`src/rtl/asram_pkg.sv`:
```
package asram_pkg;

   typedef enum logic [2:0] {
      ST_PWR,
      ST_IDLE,
      ST_RD,
      ST_WTA,
      ST_WPL,
      ST_WHD
   } seq_state_t;

   // Round a time in ns up to whole clock cycles, never below one cycle.
   function automatic int ns2cyc(input int t_ns, input int clk_ns);
      int c;
      c = (t_ns + clk_ns - 1) / clk_ns;
      return (c < 1) ? 1 : c;
   endfunction

   function automatic int imax(input int a, input int b);
      return (a > b) ? a : b;
   endfunction

endpackage

```
`src/rtl/asram_phase_tmr.sv`:
```
// Loadable down-counter: a phase loaded with N-1 lasts N cycles.
module asram_phase_tmr #(
   parameter int W = 4
) (
   input  logic         clk,
   input  logic         rst_n,
   input  logic         load,
   input  logic [W-1:0] load_val,
   output logic         expired
);
   logic [W-1:0] cnt;

   always_ff @(posedge clk or negedge rst_n) begin
      if (!rst_n)              cnt <= '0;
      else if (load)           cnt <= load_val;
      else if (cnt != '0)      cnt <= cnt - 1'b1;
   end

   assign expired = (cnt == '0);
endmodule

```
`src/rtl/asram_pwrup.sv`:
```
// Counts the supply settling time after reset.
module asram_pwrup #(
   parameter int CYC = 16
) (
   input  logic clk,
   input  logic rst_n,
   output logic ok
);
   localparam int W = $clog2(CYC + 1);
   logic [W-1:0] cnt;

   always_ff @(posedge clk or negedge rst_n) begin
      if (!rst_n)   cnt <= '0;
      else if (!ok) cnt <= cnt + 1'b1;
   end

   assign ok = (cnt == W'(CYC));
endmodule

```
`src/rtl/asram_seq_ctrl.sv`:
```
module asram_seq_ctrl
   import asram_pkg::*;
#(
   parameter int AW          = 20,
   parameter int DW          = 16,
   parameter int CLK_NS      = 8,
   parameter int T_PWRUP_NS  = 200000,
   parameter int T_RC_NS     = 55,
   parameter int T_AA_NS     = 55,
   parameter int T_DOE_NS    = 25,
   parameter int T_WC_NS     = 55,
   parameter int T_PWE_NS    = 40,
   parameter int T_SD_NS     = 25,
   parameter int T_HZ_NS     = 20
) (
   input  logic                 clk,
   input  logic                 rst_n,
   input  logic                 req,
   input  logic                 req_wr,
   input  logic [AW-1:0]        req_addr,
   input  logic [DW/8-1:0]      req_be,
   input  logic [DW-1:0]        req_wdata,
   output logic                 ack,
   output logic [DW-1:0]        rdata,
   output logic [AW-1:0]        sram_addr,
   output logic                 sram_sel_n,
   output logic                 sram_sel,
   output logic                 sram_we_n,
   output logic                 sram_oe_n,
   output logic [DW/8-1:0]      sram_lane_n,
   output logic [DW-1:0]        sram_dq_out,
   input  logic [DW-1:0]        sram_dq_in,
   output logic                 sram_dq_oe
);
   localparam int LANES   = DW / 8;
   localparam int PWR_CYC = ns2cyc(T_PWRUP_NS, CLK_NS);
   localparam int RD_CYC  = imax(ns2cyc(T_RC_NS, CLK_NS),
                                 imax(ns2cyc(T_AA_NS, CLK_NS), ns2cyc(T_DOE_NS, CLK_NS)));
   localparam int HZ_CYC  = ns2cyc(T_HZ_NS, CLK_NS);
   // Strobe must cover pulse width, data setup and the rest of the write cycle.
   localparam int WPL_CYC = imax(imax(ns2cyc(T_PWE_NS, CLK_NS), ns2cyc(T_SD_NS, CLK_NS)),
                                 ns2cyc(T_WC_NS, CLK_NS) - HZ_CYC - 1);
   localparam int TW      = $clog2(imax(RD_CYC, imax(HZ_CYC, WPL_CYC)) + 1);
   localparam logic [TW-1:0] RD_LD  = TW'(RD_CYC - 1);
   localparam logic [TW-1:0] HZ_LD  = TW'(HZ_CYC - 1);
   localparam logic [TW-1:0] WPL_LD = TW'(WPL_CYC - 1);

   if (DW % 8 != 0 || DW < 8) begin : g_bad_dw
      $error("asram_seq_ctrl: DW must be a positive multiple of 8");
   end
   if (CLK_NS < 1) begin : g_bad_clk
      $error("asram_seq_ctrl: CLK_NS must be at least 1");
   end
   if (AW < 1) begin : g_bad_aw
      $error("asram_seq_ctrl: AW must be at least 1");
   end

   seq_state_t         state, state_d;
   logic               pwr_ok;
   logic               tmr_load, tmr_exp;
   logic [TW-1:0]      tmr_val;
   logic               accept;
   logic [AW-1:0]      addr_q;
   logic [LANES-1:0]   be_q;
   logic [DW-1:0]      wdata_q;
   logic [DW-1:0]      rdata_q;
   logic [DW-1:0]      rd_masked;
   logic               ack_q;

   asram_pwrup #(.CYC(PWR_CYC)) u_pwr (
      .clk   (clk),
      .rst_n (rst_n),
      .ok    (pwr_ok)
   );

   asram_phase_tmr #(.W(TW)) u_tmr (
      .clk      (clk),
      .rst_n    (rst_n),
      .load     (tmr_load),
      .load_val (tmr_val),
      .expired  (tmr_exp)
   );

   assign accept = (state == ST_IDLE) && req && !ack_q;

   always_comb begin
      state_d  = state;
      tmr_load = 1'b0;
      tmr_val  = '0;
      case (state)
         ST_PWR:  if (pwr_ok) state_d = ST_IDLE;
         ST_IDLE: if (accept && req_be != '0) begin
            tmr_load = 1'b1;
            if (req_wr) begin
               state_d = ST_WTA;
               tmr_val = HZ_LD;
            end else begin
               state_d = ST_RD;
               tmr_val = RD_LD;
            end
         end
         ST_RD:   if (tmr_exp) state_d = ST_IDLE;
         ST_WTA:  if (tmr_exp) begin
            state_d  = ST_WPL;
            tmr_load = 1'b1;
            tmr_val  = WPL_LD;
         end
         ST_WPL:  if (tmr_exp) state_d = ST_WHD;
         ST_WHD:  state_d = ST_IDLE;
         default: state_d = ST_PWR;
      endcase
   end

   // Lanes that were not requested read back as zero.
   for (genvar g = 0; g < LANES; g++) begin : g_lane
      assign rd_masked[g*8 +: 8] = be_q[g] ? sram_dq_in[g*8 +: 8] : 8'h00;
   end

   always_ff @(posedge clk or negedge rst_n) begin
      if (!rst_n) begin
         state   <= ST_PWR;
         addr_q  <= '0;
         be_q    <= '0;
         wdata_q <= '0;
         rdata_q <= '0;
         ack_q   <= 1'b0;
      end else begin
         state <= state_d;
         ack_q <= (accept && req_be == '0) || (state == ST_RD && tmr_exp) ||
                  (state == ST_WHD);
         if (accept && req_be != '0) begin
            addr_q  <= req_addr;
            be_q    <= req_be;
            wdata_q <= req_wdata;
         end
         if (state == ST_RD && tmr_exp) rdata_q <= rd_masked;
      end
   end

   logic sel_act;
   assign sel_act     = (state == ST_RD) || (state == ST_WTA) ||
                        (state == ST_WPL) || (state == ST_WHD);
   assign sram_sel_n  = !sel_act;
   assign sram_sel    = sel_act;
   assign sram_oe_n   = (state != ST_RD);
   assign sram_we_n   = (state != ST_WPL);
   assign sram_lane_n = (state == ST_RD || state == ST_WPL) ? ~be_q : '1;
   assign sram_dq_oe  = (state == ST_WPL) || (state == ST_WHD);
   assign sram_addr   = addr_q;
   assign sram_dq_out = wdata_q;
   assign ack         = ack_q;
   assign rdata       = rdata_q;
endmodule

```
`config.mk`:
```
export PLATFORM = sky130hd
export DESIGN_NAME = asram_seq_ctrl
export DESIGN_NICKNAME = d
export VERILOG_FILES = /design/src/rtl/asram_pkg.sv /design/src/rtl/asram_phase_tmr.sv /design/src/rtl/asram_pwrup.sv /design/src/rtl/asram_seq_ctrl.sv
export SDC_FILE = /design/constraint.sdc
export NUM_CORES = 1
export LEC_CHECK = 0
export CAP_MARGIN = 20
export CORE_MARGIN = 2
export CORE_UTILIZATION = 44
export DETAILED_ROUTE_END_ITERATION = 8
export PLACE_DENSITY = 0.79
export SLEW_MARGIN = 20
export SYNTH_ARGS = -nofsm -noshare
export SYNTH_HDL_FRONTEND = slang
export SYNTH_SLANG_ARGS = --single-unit
```
`constraint.sdc`:
```
create_clock -name clk -period 2.3 [get_ports clk]
set_clock_uncertainty 0.1 [all_clocks]
set_input_delay 0.69 -clock clk [delete_from_list [all_inputs] [get_ports clk]]
set_output_delay 0.69 -clock clk [all_outputs]
set_load 0.02 [all_outputs]
```
==> metrics.md, run 1 <==
| Metric | Value |
|---|---|
| H-tree depth | `3` |
| P_leak | `0.00214 uW` |
| Status | `finished clean` |
| RSZ-0062 raised after global routing | `false` |
| Full die area | `0.00808 mm2` |
| Endpoint required time on the critical path | `1510 ps` |
| Worst-path maximum fanout | `4` |
| Ports | `118` |
| GPL Wtd Cong | `0.832` |
| Number of register bits inferred by synthesis | `76` |
| Fin nets | `467` |
| Detailed Place HPWL | `5230 um` |
| Worst-Skew Late Latency | `340 ps` |
| Routed via count | `2463` |
| Final wirelength | `7150 um` |
| Routed WL per cell | `14.1 um` |
| DRT Pass-1 Iters | `4` |
| Layout cell share with drive strength beyond 1 | `0.196` |
| Max VDD drop | `0.380 mV` |
| Total grt overflow | `0` |
| Global routing's busiest layer | `met2` |
| Sequential share of the synthesized area | `0.586` |
| R2R depth | `7` |
| Port bufs | `117` |
| Met1 usage | `0.240` |
| Met2 usage | `0.309` |
| First-pass GRT wire length | `12200 um` |
| Hold WC Path Type | `in2async` |
| CP startpoint | `state[1]$_DFFE_PN0P_` |
| Yosys top cell area share | `0.586` |
| Worst R2R End | `rdata[8]$_DFFE_PN0P_` |
| Synth warnings | `0` |
| Ys flop type | `dfrtp_1` |
| Post-route ant nets | `0` |
| Non-filler cells, final | `507` |
| PwrDens | `602 mW/mm2` |
| CP Class | `reg2out` |
| Synth Net Count | `335` |
| Asr flop ratio synth | `1.00` |
| Rel. slew slack | `0.630` |
| Vias in the first global route | `2567` |
| Hold Fails Final Rpt | `0` |
| Worst r2r src | `u_tmr.cnt[0]$_DFFE_PN0P_` |
| WP data arrival | `1420 ps` |
| Core area | `0.00721 mm2` |
| WHS | `242 ps` |
| Period utilization | `0.959` |
| R2R Setup Slk | `350 ps` |
| Starting Density | `0.450` |
| Syn_area_per_cell | `12.0 um2` |
| Worst Max-Slew Pin Slew | `555 ps` |
| Placed cells | `490` |
| Met3 usage | `0.0620` |
| Number of enable flip-flop cells after synthesis | `0` |
| Crit path time final | `2210 ps` |
| Final setup viols | `0` |
| Antenna violations before repair | `0` |
| Unique masters post-synth | `40` |
| GRT Resource Usage Total | `0.188` |
| Die X | `89.9 um` |
| Max_cap viols | `0` |
| Largest area contributor in the netlist | `dfrtp_1` |
| CTS max path bufs | `2` |
| Row count | `31` |
| Post-synthesis cell area | `0.00325 mm2` |
| Clock sink count | `76` |
| Fin. max-slew vios | `0` |
| Via-to-Cell Ratio | `4.86` |
| # diodes | `0` |
| Die H | `89.9 um` |
| Top post-synthesis cells by area | `dfrtp_1 59%, mux2_2 12%, nand2_1 5.4%` |
| CTS tree | `built` |
| Hold_buf cts | `0` |
| Largest net degree at the start of global routing | `43` |
| Crit path launch type | `register` |
| Clk slew on worst S/H paths | `80 ps` |
| Critical path endpoint category | `primary output` |
| Area delta synth->final | `47.8%` |
| DRT iter0 DRCs | `75` |
| # DRC | `0` |
| Clock Tree Root | `clkbuf_8` |
| CTS buffer count | `9` |
| Cell count after synthesis | `271` |
| Max Fclk | `453 MHz` |
## cells in the mapped netlist (all sizes together) (2+ instances only)
cell	instances
xor2	3
nor4bb	2
nor2	7
dfrtp	76
ha	6
xnor2	10
a22o	2
inv	8
and2	2
nand3	9
nand2	47
o21ai	20
nand4	3
a21oi	2
clkbuf	4
and4	2
mux2	36
buf	8
nor3	2
nand2b	4
and3	2
## per-stage QoR
stage | util | cell area, um2 | power, uW | worst slack, ps | TNS (ps)
4_1_cts | 0.666 | 4800 | 2930 | 8.14 | 0
3_3_place_gp | 0.639 | 4610 | 1890 | -129 | -4620
6_report | 0.665 | 4800 | 2890 | 93.6 | 0
2_1_floorplan | - | 3250 | 1670 | 306 | 0
5_1_grt | 0.665 | 4800 | 3030 | 8.42 | 0
3_5_place_dp | 0.639 | 4610 | 1910 | -175 | -5940
## power breakdown
group	internal [uW]	total, uW	switching, uW
sequential	1400	1430	36.4
combinational	249	446	197
clock	507	1010	502
total	2150	2890	735
## layout make-up
cell class,instances,area (um2)
fill,597,2420
sequential,76,1900
timing repair buffer,133,1300
multi-input combinational,175,1240
clock buffer,9,124
tap,99,124
clock inverter,7,73.8
inverter,8,30.0
## flip-flops by register name, summed over array words and instances (netlist names)
name and cells:
sram_dq_out 16, sram_addr 20, u_pwr.cnt 15, state 3, rdata 16, u_tmr.cnt 3, be_q 2, ack 1
## worst max path at each step
stage	end	slack [ps]	cells past startpoint
finish	sram_sel_n	90	3
global route	sram_sel_n	8	3
CTS	sram_oe_n	8	4
detailed placement	sram_dq_out[8]$_DFFE_PN0P_	-170	5
global placement	sram_dq_out[12]$_DFFE_PN0P_	-130	5
floorplan	sram_lane_n[0]	310	5
## cell usage in the layout, fill, tap and decap left out, types with 2 or more instances in the layout
master,netlist,final
nor4bb_1,2,2
nand2b_1,3,3
nor2_1,7,6
xnor2_1,10,10
clkinv_2,0,2
nand4_1,3,3
inv_1,8,8
nor3_1,2,2
buf_4,0,14
inv_6,0,2
and2_1,2,2
dfrtp_1,76,75
o21ai_0,20,20
nand2_1,47,47
clkbuf_8,0,9
ha_1,6,6
buf_12,0,3
clkbuf_2,0,3
a22o_1,2,2
and4_1,2,2
dlygate4sd2_1,0,2
mux2_2,36,36
xor2_1,3,3
clkdlybuf4s50_1,0,109
a21oi_1,2,2
nand3_1,9,9
and3_1,2,2
## what timing repair did
action                     CTS  global route
setup buffers                0             1
setup endpoints to repair    7             5
hold endpoints to repair     0             0
resized for setup           11             8
## layer usage
metal	part of all wire	vias to the layer above
met5	0	-
met4	0.0098	0
met3	0.068	5
met2	0.48	89
met1	0.45	1173
li1	-	1196
## critical path: stages (launching register included)
cell	delay [ps]
dfrtp_1	390
inv_1	90
ha_1	310
clkdlybuf4s15_1	300
## logic make-up (layout without fill, tap and decap cells)
kind of cell | after synthesis | after routing | share of synthesized area
buffers and inverters | 20 | 157 | 0.0332
AO/OA/AOI/OAI | 31 | 31 | 0.0567
flip-flops | 76 | 76 | 0.586
AND/OR/NAND/NOR | 88 | 88 | 0.138
multiplexers | 37 | 37 | 0.128
adder cells (fa/ha/maj) | 6 | 6 | 0.0231
XOR/XNOR | 13 | 13 | 0.0351
Power figures use the tool's default switching activity.
==> run 2: changes to the inputs <==
--- a/config.mk
+++ b/config.mk
@@ -5,11 +5,12 @@
 export SDC_FILE = /design/constraint.sdc
 export NUM_CORES = 1
 export LEC_CHECK = 0
-export CAP_MARGIN = 20
+export CAP_MARGIN = 25
 export CORE_MARGIN = 2
-export CORE_UTILIZATION = 44
+export CORE_UTILIZATION = 45
+export CTS_BUF_LIST = sky130_fd_sc_hd__clkbuf_4
 export DETAILED_ROUTE_END_ITERATION = 8
-export PLACE_DENSITY = 0.79
+export PLACE_DENSITY = 0.81
 export SLEW_MARGIN = 20
 export SYNTH_ARGS = -nofsm -noshare
 export SYNTH_HDL_FRONTEND = slang
==> run 2 against run 1 <==
Hold slack lost 140 ps; via count is 1.8% higher; total power is 4.1% higher; cell count fell by 0.39%; flip-flop and latch count unchanged; design area increased by 0.55%; first-iteration DRC count increased by 59%; critical path type unchanged; critical endpoint is now sram_oe_n; largest power group unchanged; highest routed layer unchanged.
==> metrics.md, run 2 (same netlist as run 1, synthesis figures left out) <==
| Metric | Value |
|---|---|
| Status | `finished clean` |
| Endpoint required time on the critical path | `1510 ps` |
| Hold Fails Final Rpt | `0` |
| Clock Tree Root | `clkbuf_4` |
| Max FFs per register | `20` |
| GPL Wtd Cong | `0.789` |
| Routed WL per cell | `14.6 um` |
| P_leak | `0.00218 uW` |
| Rel. slew slack | `0.664` |
| CTS tree | `built` |
| CTS max path bufs | `2` |
| Crit path launch type | `register` |
| Worst R2R End | `sram_addr[3]$_DFFE_PN0P_` |
| Starting Density | `0.472` |
| Post-route setup TNS | `0 ps` |
| CTS buffer count | `9` |
| Placed inst area | `0.00460 mm2` |
| DRT Pass-1 Iters | `4` |
| # DRC | `0` |
| WP data arrival | `1460 ps` |
| RSZ-0062 raised after global routing | `true` |
| Fin nets | `468` |
| Commonest non-fill, non-tap cells in the layout | `108 x clkdlybuf4s50_1, 75 x dfrtp_1, 47 x nand2_1` |
| Vias in the first global route | `2544` |
| H-tree depth | `3` |
| Global routing's busiest layer | `met2` |
| Port bufs | `117` |
| Die X | `88.9 um` |
| Die H | `88.9 um` |
| Met2 usage | `0.320` |
| Crit path time final | `2250 ps` |
| Total grt overflow | `0` |
| Most common cell after layout, fill and taps aside | `clkdlybuf4s50_1` |
| Final wirelength | `7390 um` |
| Worst-path maximum fanout | `4` |
| Final setup viols | `0` |
| First-pass GRT wire length | `11700 um` |
| Max Fclk | `444 MHz` |
| Worst r2r src | `state[1]$_DFFE_PN0P_` |
| Max_cap viols | `0` |
| DRT iter0 DRCs | `119` |
| Met1 usage | `0.242` |
| Worst Max-Slew Pin Slew | `503 ps` |
| Clk slew on worst S/H paths | `120 ps` |
| Design Area, Final | `0.00482 mm2` |
| Detailed Place HPWL | `5580 um` |
| Clock sink count | `76` |
| Ports | `118` |
| GRT Resource Usage Total | `0.195` |
| Post-route ant nets | `0` |
| Layout cell share with drive strength beyond 1 | `0.200` |
| Full die area | `0.00791 mm2` |
| R2R depth | `6` |
| Core area | `0.00687 mm2` |
| Row count | `30` |
| CP Class | `reg2out` |
| Met3 usage | `0.0508` |
| Largest net degree at the start of global routing | `36` |
| # diodes | `0` |
| PwrDens | `623 mW/mm2` |
| Period utilization | `0.979` |
| Worst-Skew Late Latency | `410 ps` |
| Routed via count | `2508` |
| Antenna violations before repair | `0` |
| Area delta synth->final | `48.6%` |
| Max VDD drop | `0.462 mV` |
| Final Power | `3010 uW` |
| Via-to-Cell Ratio | `4.97` |
| Hold WC Path Type | `in2async` |
| Critical path endpoint category | `primary output` |
| R2R Setup Slk | `160 ps` |
| Fin. max-slew vios | `0` |
-- run 2: worst max-delay path by stage --
stage	startpoint	to	cells after the start	slack [ps]
after floorplan	state[2]$_DFFE_PN0P_	sram_lane_n[0]	5	310
final	state[1]$_DFFE_PN0P_	sram_oe_n	3	50
after CTS	state[1]$_DFFE_PN0P_	sram_sel	4	4
after global placement	req_be[1]	sram_addr[3]$_DFFE_PN0P_	5	-170
after global routing	state[1]$_DFFE_PN0P_	sram_lane_n[0]	5	-30
after detailed placement	req_be[1]	sram_addr[7]$_DFFE_PN0P_	5	-210
-- run 2: per-stage QoR --
step / std cells / setup WS [ps] / hold slack (ps) / utilization
3_3_place_gp: 487 / -166 / 352 / 0.670
5_1_grt: 505 / -32.6 / 113 / 0.702
3_5_place_dp: 487 / -207 / 359 / 0.670
2_1_floorplan: 271 / 306 / 294 / -
6_report: 505 / 47.6 / 101 / 0.702
4_1_cts: 504 / 3.52 / 85.2 / 0.701
-- run 2: what timing repair did --
action	in CTS	in global routing
hold buffers	0	0
gates cloned	0	0
endpoints found under the setup margin	7	7
pin swaps	0	1
resized for setup	21	4
buffers inserted	1	1
-- run 2: power breakdown --
| group | leakage [uW] | internal [uW] | switching, uW |
|---|---|---|---|
| logic | 0.00114 | 253 | 196 |
| clock network | 0.000109 | 682 | 442 |
| registers | 0.000925 | 1400 | 34.5 |
-- run 2: per-layer routing --
layer / vias up / routed length, um
li1: 1195 / -
met1: 1211 / 3100
met2: 88 / 3620
met3: 14 / 481
met4: 0 / 184
met5: - / 0
-- run 2: layout make-up --
type / instances / area, um2
well taps: 96 / 120
fillers: 485 / 2050
inverters: 8 / 30.0
flip-flops and latches: 76 / 1900
clock inverters: 5 / 124
multi-input cells: 175 / 1250
repair buffers: 134 / 1310
clock buffers: 11 / 82.6
-- run 2: critical path: stages, from the launching register on --
cell	delay, ps
dfrtp_1	440
buf_4	160
nand2_1	90
dlygate4sd2_1	380
